--- config.mk ---
export PLATFORM = sky130hd
export DESIGN_NAME = pileup_hit_disc
export DESIGN_NICKNAME = d
export VERILOG_FILES = /design/src/rtl/pud_pkg.sv /design/src/rtl/pud_cfg_ctrl.sv /design/src/rtl/pud_correct.sv /design/src/rtl/pud_compare.sv /design/src/rtl/pileup_hit_disc.sv
export SDC_FILE = /design/constraint.sdc
export NUM_CORES = 1
export LEC_CHECK = 0
export ABC_AREA = 1
export BUFFER_PORTS_ARGS = -buffer_cell sky130_fd_sc_hd__buf_2
export CAP_MARGIN = 20
export CORE_MARGIN = 2
export CORE_UTILIZATION = 69
export DETAILED_ROUTE_END_ITERATION = 10
export GPL_ROUTABILITY_DRIVEN = 1
export PLACE_DENSITY = 0.89
export REMOVE_ABC_BUFFERS = 1
export SETUP_SLACK_MARGIN = 0.1
export SYNTH_ARGS = -nofsm -noshare
export SYNTH_HDL_FRONTEND = slang
export SYNTH_HIERARCHICAL = 1
export SYNTH_SLANG_ARGS = --single-unit
--- constraint.sdc ---
create_clock -name clk -period 8 [get_ports clk]
set_input_delay 0.8 -clock clk [delete_from_list [all_inputs] [get_ports clk]]
set_output_delay 0.8 -clock clk [all_outputs]
set_load 0.1 [all_outputs]
--- src/rtl/pud_pkg.sv ---
package pud_pkg;

    typedef enum logic [1:0] {
        SEL_FRAC = 2'd0,
        SEL_THR0 = 2'd1,
        SEL_THR1 = 2'd2,
        SEL_NONE = 2'd3
    } cfg_sel_e;

    typedef enum logic {
        CFG_IDLE = 1'b0,
        CFG_HELD = 1'b1
    } cfg_state_e;

    localparam int NUM_SUB = 2;

endpackage

--- src/rtl/pud_cfg_ctrl.sv ---
module pud_cfg_ctrl
    import pud_pkg::*;
#(
    parameter int SAMPLE_W = 12,
    parameter int FRAC_W   = 8
) (
    input  logic                               clk,
    input  logic                               rst,
    input  logic                               busy,
    input  logic                               cfg_we,
    input  logic [1:0]                         cfg_sel,
    input  logic [SAMPLE_W-1:0]                cfg_wdata,
    output logic [FRAC_W-1:0]                  frac_q,
    output logic [NUM_SUB-1:0][SAMPLE_W-1:0]   thr_q
);

    cfg_state_e            state_q, state_d;
    logic [1:0]            held_sel_q;
    logic [SAMPLE_W-1:0]   held_data_q;
    logic                  hold_load;
    logic                  commit_en;
    logic [1:0]            commit_sel;
    logic [SAMPLE_W-1:0]   commit_data;

    // State register
    always_ff @(posedge clk) begin
        if (rst) state_q <= CFG_IDLE;
        else     state_q <= state_d;
    end

    // Next state and commit decode
    always_comb begin
        state_d     = state_q;
        hold_load   = 1'b0;
        commit_en   = 1'b0;
        commit_sel  = cfg_sel;
        commit_data = cfg_wdata;
        unique case (state_q)
            CFG_IDLE: begin
                if (cfg_we) begin
                    if (busy) begin
                        hold_load = 1'b1;
                        state_d   = CFG_HELD;
                    end else begin
                        commit_en = 1'b1;
                    end
                end
            end
            CFG_HELD: begin
                if (!busy) begin
                    commit_en = 1'b1;
                    state_d   = CFG_IDLE;
                    if (!cfg_we) begin
                        commit_sel  = held_sel_q;
                        commit_data = held_data_q;
                    end
                end else if (cfg_we) begin
                    hold_load = 1'b1;
                end
            end
        endcase
    end

    always_ff @(posedge clk) begin
        if (rst) begin
            held_sel_q  <= SEL_NONE;
            held_data_q <= '0;
        end else if (hold_load) begin
            held_sel_q  <= cfg_sel;
            held_data_q <= cfg_wdata;
        end
    end

    always_ff @(posedge clk) begin
        if (rst)
            frac_q <= '0;
        else if (commit_en && cfg_sel_e'(commit_sel) == SEL_FRAC)
            frac_q <= commit_data[FRAC_W-1:0];
    end

    generate
        for (genvar g = 0; g < NUM_SUB; g++) begin : g_thr
            localparam logic [1:0] MY_SEL = 2'(g + 1);
            always_ff @(posedge clk) begin
                if (rst)
                    thr_q[g] <= '0;
                else if (commit_en && commit_sel == MY_SEL)
                    thr_q[g] <= commit_data;
            end
        end
    endgenerate


    frozen_when_busy_chk: assert property (@(posedge clk) disable iff (rst)
        busy |=> ($stable(frac_q) && $stable(thr_q)));


    held_drains_chk: assert property (@(posedge clk) disable iff (rst)
        (state_q == CFG_HELD && !busy) |=> (state_q == CFG_IDLE));


    idle_frac_write_chk: assert property (@(posedge clk) disable iff (rst)
        (state_q == CFG_IDLE && cfg_we && !busy && cfg_sel == 2'd0)
        |=> (frac_q == $past(cfg_wdata[FRAC_W-1:0])));

endmodule

--- src/rtl/pud_correct.sv ---
module pud_correct #(
    parameter int SAMPLE_W = 12,
    parameter int FRAC_W   = 8
) (
    input  logic                clk,
    input  logic                rst,
    input  logic                smp_valid,
    input  logic [SAMPLE_W-1:0] smp_data,
    input  logic [FRAC_W-1:0]   frac,
    output logic                s1_valid,
    output logic [SAMPLE_W-1:0] s1_corr,
    output logic                s1_sub
);

    localparam int PROD_W = SAMPLE_W + FRAC_W;

    logic [SAMPLE_W-1:0] prev_q;
    logic                sub_q;
    logic [PROD_W-1:0]   prod;
    logic [SAMPLE_W-1:0] tail;
    logic [SAMPLE_W-1:0] corr;

    always_comb begin
        prod = PROD_W'(prev_q) * PROD_W'(frac);
        tail = prod[PROD_W-1:FRAC_W];
        corr = (smp_data > tail) ? (smp_data - tail) : '0;
    end

    always_ff @(posedge clk) begin
        if (rst) begin
            prev_q   <= '0;
            sub_q    <= 1'b0;
            s1_valid <= 1'b0;
            s1_corr  <= '0;
            s1_sub   <= 1'b0;
        end else begin
            s1_valid <= smp_valid;
            if (smp_valid) begin
                prev_q  <= smp_data;
                s1_corr <= corr;
                s1_sub  <= sub_q;
                sub_q   <= ~sub_q;
            end
        end
    end


    corr_bounded_chk: assert property (@(posedge clk) disable iff (rst)
        s1_valid |-> (s1_corr <= $past(smp_data)));


    sub_toggle_chk: assert property (@(posedge clk) disable iff (rst)
        smp_valid |=> (sub_q != $past(sub_q)));


    prev_clear_chk: assert property (@(posedge clk) disable iff (rst)
        $past(rst) |-> (prev_q == '0 && sub_q == 1'b0));

endmodule

--- src/rtl/pud_compare.sv ---
module pud_compare
    import pud_pkg::*;
#(
    parameter int SAMPLE_W = 12
) (
    input  logic                             clk,
    input  logic                             rst,
    input  logic                             s1_valid,
    input  logic [SAMPLE_W-1:0]              s1_corr,
    input  logic                             s1_sub,
    input  logic [NUM_SUB-1:0][SAMPLE_W-1:0] thr,
    output logic                             hit_valid,
    output logic                             hit,
    output logic                             hit_sub
);

    logic [SAMPLE_W-1:0] sel_thr;
    logic                above;

    always_comb begin
        sel_thr = thr[s1_sub];
        above   = s1_corr > sel_thr;
    end

    always_ff @(posedge clk) begin
        if (rst) begin
            hit_valid <= 1'b0;
            hit       <= 1'b0;
            hit_sub   <= 1'b0;
        end else begin
            hit_valid <= s1_valid;
            hit       <= s1_valid & above;
            hit_sub   <= s1_valid & s1_sub;
        end
    end


    quiet_outputs_chk: assert property (@(posedge clk) disable iff (rst)
        !hit_valid |-> (!hit && !hit_sub));

endmodule

--- src/rtl/pileup_hit_disc.sv ---
module pileup_hit_disc
    import pud_pkg::*;
#(
    parameter int SAMPLE_W = 12,
    parameter int FRAC_W   = 8
) (
    input  logic                clk,
    input  logic                rst,
    input  logic                smp_valid,
    input  logic [SAMPLE_W-1:0] smp_data,
    input  logic                cfg_we,
    input  logic [1:0]          cfg_sel,
    input  logic [SAMPLE_W-1:0] cfg_wdata,
    output logic                hit_valid,
    output logic                hit,
    output logic                hit_sub
);

    logic [FRAC_W-1:0]                frac;
    logic [NUM_SUB-1:0][SAMPLE_W-1:0] thr;
    logic                             s1_valid;
    logic [SAMPLE_W-1:0]              s1_corr;
    logic                             s1_sub;
    logic                             busy;

    assign busy = smp_valid | s1_valid;

    pud_cfg_ctrl #(.SAMPLE_W(SAMPLE_W), .FRAC_W(FRAC_W)) u_cfg (
        .clk       (clk),
        .rst       (rst),
        .busy      (busy),
        .cfg_we    (cfg_we),
        .cfg_sel   (cfg_sel),
        .cfg_wdata (cfg_wdata),
        .frac_q    (frac),
        .thr_q     (thr)
    );

    pud_correct #(.SAMPLE_W(SAMPLE_W), .FRAC_W(FRAC_W)) u_corr (
        .clk       (clk),
        .rst       (rst),
        .smp_valid (smp_valid),
        .smp_data  (smp_data),
        .frac      (frac),
        .s1_valid  (s1_valid),
        .s1_corr   (s1_corr),
        .s1_sub    (s1_sub)
    );

    pud_compare #(.SAMPLE_W(SAMPLE_W)) u_cmp (
        .clk       (clk),
        .rst       (rst),
        .s1_valid  (s1_valid),
        .s1_corr   (s1_corr),
        .s1_sub    (s1_sub),
        .thr       (thr),
        .hit_valid (hit_valid),
        .hit       (hit),
        .hit_sub   (hit_sub)
    );


    result_has_sample_chk: assert property (@(posedge clk) disable iff (rst)
        hit_valid |-> $past(smp_valid, 2));


    sample_has_result_chk: assert property (@(posedge clk) disable iff (rst)
        (!$past(rst, 1) && !$past(rst, 2) && $past(smp_valid, 2)) |-> hit_valid);


    reset_quiet_chk: assert property (@(posedge clk) disable iff (rst)
        $past(rst) |-> !hit_valid);

endmodule

Word-level counts from Yosys, hierarchy flattened
Index checks and enable logic that the tools add are counted. Widths: inputs -> output; s select.

Flip-flop bits (word level): 77. Input bits: 30.

Add/sub/neg operators: 1. Multiply operators: 1. Magnitude comparators: 3. Equality and inequality tests: 2. Multiplexer cells: 18. Bitwise gates (word level): 5. Reductions and logical operators: 4.

Operators with widths (count): $mux 12 (6); $gt 12x12->1 (2); $mul 12x8->20 (1); $sub 12x12->12 (1); $mux 1 (6); $mux 2 (3); $pmux 1 s2 (3); $logic_and 1x1->1 (3); $and 1x1->1 (2); $eq 2x1->1 const B (1); $eq 2x2->1 const B (1); $logic_not 2->1 (1); $lt 1x2->1 const B (1); $not 1->1 (2); $or 1x1->1 (1).

Longest topological paths before layout
Depth in word-level cells: 5. Mapped depth: 32. Gate-level depth less buffers: 31.

Hierarchy
The synthesis kept the hierarchy.

By module, submodules not included: pud_correct (instances 1, cells each 726, area an instance 4880.9 sq um, seq. area each 540.5 sq um); pud_cfg_ctrl (instances 1, cells each 308, area an instance 2100.8 sq um, seq. area each 940.9 sq um); pud_compare (instances 1, cells each 70, area an instance 528.0 sq um, seq. area each 60.1 sq um); pileup_hit_disc (instances 1, cells each 3, area an instance 11.3 sq um, seq. area each 0.0 sq um).

Worst setup path before layout
No wires, ideal clock.

Path type: reg2reg. From: register u_cfg.frac_q[2]. To: register u_corr.s1_corr[0]. Setup time: 0.068 ns. Arrival time: 5.150 ns. Required time: 7.932 ns. Path slack: 2.782 ns. Cell stages (with the launch flop): 26. Buffers on the path: 1. Period minus slack after synthesis: 5.218 ns. Cells stage by stage: dfxtp_1 -> clkbuf_1 -> nand2_1 -> fa_1 -> fa_1 -> inv_1 -> fa_1 -> inv_1 -> fa_1 -> inv_1 -> ha_1 -> nand2_1 -> inv_1 -> a21oi_1 -> o21ai_2 -> xor2_1 -> ha_1 -> fa_1 -> inv_1 -> nand3_1 -> nand2_2 -> nand3_2 -> nand3_2 -> nand2_4 -> or2_1 -> a21oi_2.

Longest elaborated chain between the ends: 3. Elaborated cells between the ends (all ways): 4. Those cells by class: 1 x add/sub; 1 x mul; 1 x order compare; 1 x mux.

Ends and longest elaborated chain: from (decl) (RTL line pud_cfg_ctrl.sv:13) `output logic [FRAC_W-1:0] frac_q,`; from (signal assigned) (RTL line pud_cfg_ctrl.sv:78) `frac_q <= commit_data[FRAC_W-1:0];`; $mul 12x8->20 (*) (RTL line pud_correct.sv:24) `prod = PROD_W'(prev_q) * PROD_W'(frac);`; $sub 12x12->12 or $gt 12x12->1 (tied branches) (RTL line pud_correct.sv:26) `corr = (smp_data > tail) ? (smp_data - tail) : '0;`; $mux 12 (*) (RTL line pud_correct.sv:26); to (signal assigned) (RTL line pud_correct.sv:40) `s1_corr <= corr;`; to (decl) (RTL line pud_correct.sv:11) `output logic [SAMPLE_W-1:0] s1_corr,`.

Mark *: on every way between the ends. The rest lies on a longest branch, timed or not. A chain may end at the register's enable or synchronous reset.

Worst setup path after layout
From: register u_cfg.frac_q[3]. To: register u_corr.s1_corr[11].

The elaborated chain is that of the path after synthesis.

==> flow_metrics.py <==
metrics = {
    "floorplanning": {
        "core_um2": 10700,
        "initial_core_util": 0.700,
        "die_w_um": 108,
        "dieArea_um2": 11800,
        "ios": 33,
        "fp-row-count": 38,
        "die_h_um": 108,
    },
    "route": {
        "drt_iter0_markers": 458,
        "drc_errors": 0,
        "wl_met3_mm": 1.21,
        "wirelength_mm": 17.7,
        "vias": 6812,
        "met1_length_mm": 7.10,
        "wl_met2_mm": 8.86,
        "wl_per_cell_um": 14.1,
        "vias_per_cell": 5.43,
        "top_layer_used": "met4",
        "drt-pass1-iter-count": 5,
        "drtAntennaViolNets": 0,
    },
    "clocking": {
        "cts_setup_buffers": 0,
        "cts_buffers": 9,
        "cts_hold_buf": 0,
        "cts_sinks": 77,
        "cts_tree": "built",
        "path_clk_slew_ns": 0.08,
        "htree_levels": 3,
        "cts.repair.resized": 0,
        "root_buffer": "clkbuf_8",
        "clock_latency_ns": 0.37,
        "clockBufferDepth": 2,
    },
    "worst_setup_path": {
        "path_max_fanout": 13,
        "slowest_delay_ns": 0.61,
        "cp_cell_sequence": "nand2_1 > fa_1 > fa_1 > inv_1 > fa_1 > inv_1 > fa_1 > inv_1 > ha_1 > nand2_1 > inv_1 > nand3_1 > o21ai_2 > nand2_2 > o21ai_2 > xnor2_1 > ha_1 > a21oi_1 > nor2_1 > o21ai_0 > nand3_1 > nand2_1 > nand3_1 > a21oi_1",
        "worstPathRequired_ns": 8.30,
        "critPathBufInv": 4,
        "cp_data_arrival_time_ns": 5.90,
        "crit_slowest_cell": "dfxtp_1",
        "cp_top_family": "adder cells",
        "startpoint_type": "flip-flop",
        "cp-end-kind": "flip-flop",
        "path_class": "reg2reg",
    },
    "global_routing": {
        "overflow": 0,
        "grt_max_degree": 32,
        "grt_usage": 0.324,
        "grt_first_pass_wirelength_mm": 30.0,
        "grt_pass1_vias": 6624,
        "antenna_found_initial": 0,
    },
    "pwr": {
        "seq_power_share": 0.455,
        "power.internal_mw": 0.635,
        "ir_drop_v": 0.000141,
        "switching_share": 0.334,
        "pwr-share-clk": 0.325,
        "p_switching_mw": 0.318,
        "combPwrFrac": 0.220,
        "leakage_nw": 4.69,
        "powerDensity_nw_per_um2": 121,
    },
    "synthesis": {
        "async_flop_share": 0,
        "synth_enable_flop_cells": 0,
        "yosys_warnings": 6,
        "syn_inst": 1107,
        "ys.flop_type": "dfxtp_1",
        "ys_seq_area_frac": 0.205,
        "netlist_area_um2": 7520,
        "synth_top_area_share": 0.205,
        "ys_ff_latch": 77,
        "syn_area_per_cell_um2": 6.79,
        "ys_types": 41,
        "synth_top_area_cell": "dfxtp_1",
        "ys_top_cells_by_area": "dfxtp_1 20%, fa_1 16%, nand2_1 15%, inv_1 12%, ha_1 10%",
    },
    "timing": {
        "hold_viol_final": 0,
        "rsz0062_at_grt": "no",
        "fmax_mhz": 179,
        "setup_tns_ns": 0,
        "post-route-period-util": 0.700,
        "tightestPinTransition_ns": 0.754,
        "skew_ns": 0.00759,
        "slew_viol_final": 0,
        "min_period_ns": 5.60,
        "maxSlewHeadroom": 0.496,
        "setup_viol": 0,
    },
    "hold_path": {
        "worstHoldPathType": "reg2reg",
    },
    "run_status": {
        "status": "complete, no violations",
    },
    "place": {
        "routabilityCongestion": 0.932,
        "dp_hpwl_mm": 13.8,
        "numPortBuffers": 32,
    },
    "final_layout": {
        "area_growth_pct": 4.91,
        "drive_above_1_share": 0.0726,
        "diodes": 0,
        "final_cell_mix": "294 x nand2_1, 242 x inv_1, 108 x nor2_1, 77 x dfxtp_1, 61 x ha_1",
        "utilization": 0.734,
        "multi_input_area_um2": 4860,
        "nFillCells": 927,
        "register_area_um2": 1540,
        "layout_commonest_cell": "nand2_1",
        "layout.nets": 1261,
    },
    "flow_run": {
        "cap_violations": 0,
    },
}
[state kept, by name, summed over array words and instances, names as in the netlist]
| name | flops |
|---|---|
| u_cfg/held_sel_q | 2 |
| u_cfg/state_q | 1 |
| u_corr/s1_sub | 1 |
| u_cmp/hit_sub | 1 |
| u_corr/s1_valid | 1 |
| u_cmp/hit | 1 |
| u_cmp/hit_valid | 1 |
| u_corr/sub_q | 1 |
| u_cfg/thr_q | 24 |
| u_cfg/frac_q | 8 |
| u_corr/s1_corr | 12 |
| u_corr/prev_q | 12 |
| u_cfg/held_data_q | 12 |
[cells by family (layout without fill, tap and decap cells)]
group | after synthesis | in the layout | synth area share
buf+inv | 287 | 295 | 0.149
compound gates | 105 | 105 | 0.0765
flops | 77 | 77 | 0.205
simple gates | 492 | 492 | 0.277
mux | 11 | 11 | 0.0146
xor+xnor | 14 | 14 | 0.0163
fa+ha+maj | 121 | 121 | 0.261
[power by group through the flow]
| stage | combinational (mW) | clock (mW) | sequential [mW] |
|---|---|---|---|
| 3_3_place_gp | 0.199 | 0 | 0.441 |
| 2_1_floorplan | 0.146 | 0 | 0.436 |
| 3_5_place_dp | 0.206 | 0 | 0.442 |
| 6_report | 0.210 | 0.309 | 0.434 |
| 5_1_grt | 0.237 | 0.324 | 0.437 |
| 4_1_cts | 0.208 | 0.311 | 0.433 |
[synth_stat cells (all sizes together) (2+ instances only)]
cell type and n:
nand3 49, dfxtp 77, nand4 7, xor2 10
nand2 307, mux2i 11, o211ai 2, a21o 3
or2 2, o21bai 2, nor3 7, nor2 115
xnor2 4, inv 245, fa 60, a211oi 2
ha 61, a31oi 2, o21ai 37, a21oi 56
clkbuf 30, buf 11, nand3b 4
[worst reg2reg max path: stages, from the launching register on]
cell and delay (ns):
dfxtp_1 0.61, nand2_1 0.15, fa_1 0.52, fa_1 0.55, inv_1 0.05, fa_1 0.53, inv_1 0.05, fa_1 0.53
inv_1 0.04, ha_1 0.30, nand2_1 0.06, inv_1 0.07, nand3_1 0.08, o21ai_2 0.24, nand2_2 0.10, o21ai_2 0.13
xnor2_1 0.16, ha_1 0.34, a21oi_1 0.30, nor2_1 0.11, o21ai_0 0.23, nand3_1 0.10, nand2_1 0.07, nand3_1 0.07
a21oi_1 0.12
[per-layer routing]
layer  track usage  up-vias
met1         0.389     3159
met5             0        -
met3        0.0542       54
li1              -     3327
met2         0.572      272
met4         0.133        0
[area by class of cell]
type / instances / area share
multi-input combinational: 743 / 0.616
clock inverter: 4 / 0.00698
clock buffer: 12 / 0.0184
sequential: 77 / 0.195
tap: 140 / 0.0222
timing repair buffer: 33 / 0.0238
inverter: 246 / 0.117
[worst paths after layout]
kind | startpoint | to | slack, ns | depth (start not counted)
setup / recovery | u_cfg/frac_q[3]$_SDFFE_PP0P_ | u_corr/s1_corr[11]$_SDFFE_PP0P_ | 2.40 | 24
hold / removal | u_corr/s1_valid$_SDFF_PP0_ | u_cmp/hit_sub$_SDFF_PP0_ | 0.46 | 2
setup reg to reg | u_cfg/frac_q[3]$_SDFFE_PP0P_ | u_corr/s1_corr[11]$_SDFFE_PP0P_ | 2.40 | 24
hold reg to reg | u_corr/s1_valid$_SDFF_PP0_ | u_cmp/hit_sub$_SDFF_PP0_ | 0.46 | 2
[per-stage QoR]
stage                     power (mW)  cell area (um^2)  worst slack [ns]  cells  hold WS, ns
final                          0.953              7890              2.40   1255        0.463
after global routing           0.998              7890              2.04   1255        0.496
after CTS                      0.952              7890              2.49   1255        0.461
after detailed placement       0.648              7690              2.50   1239        0.445
after global placement         0.640              7660              2.60   1238        0.451
after floorplan                0.583              7330              2.91   1066        0.430
No activity file was read; power rests on OpenSTA's default activity.
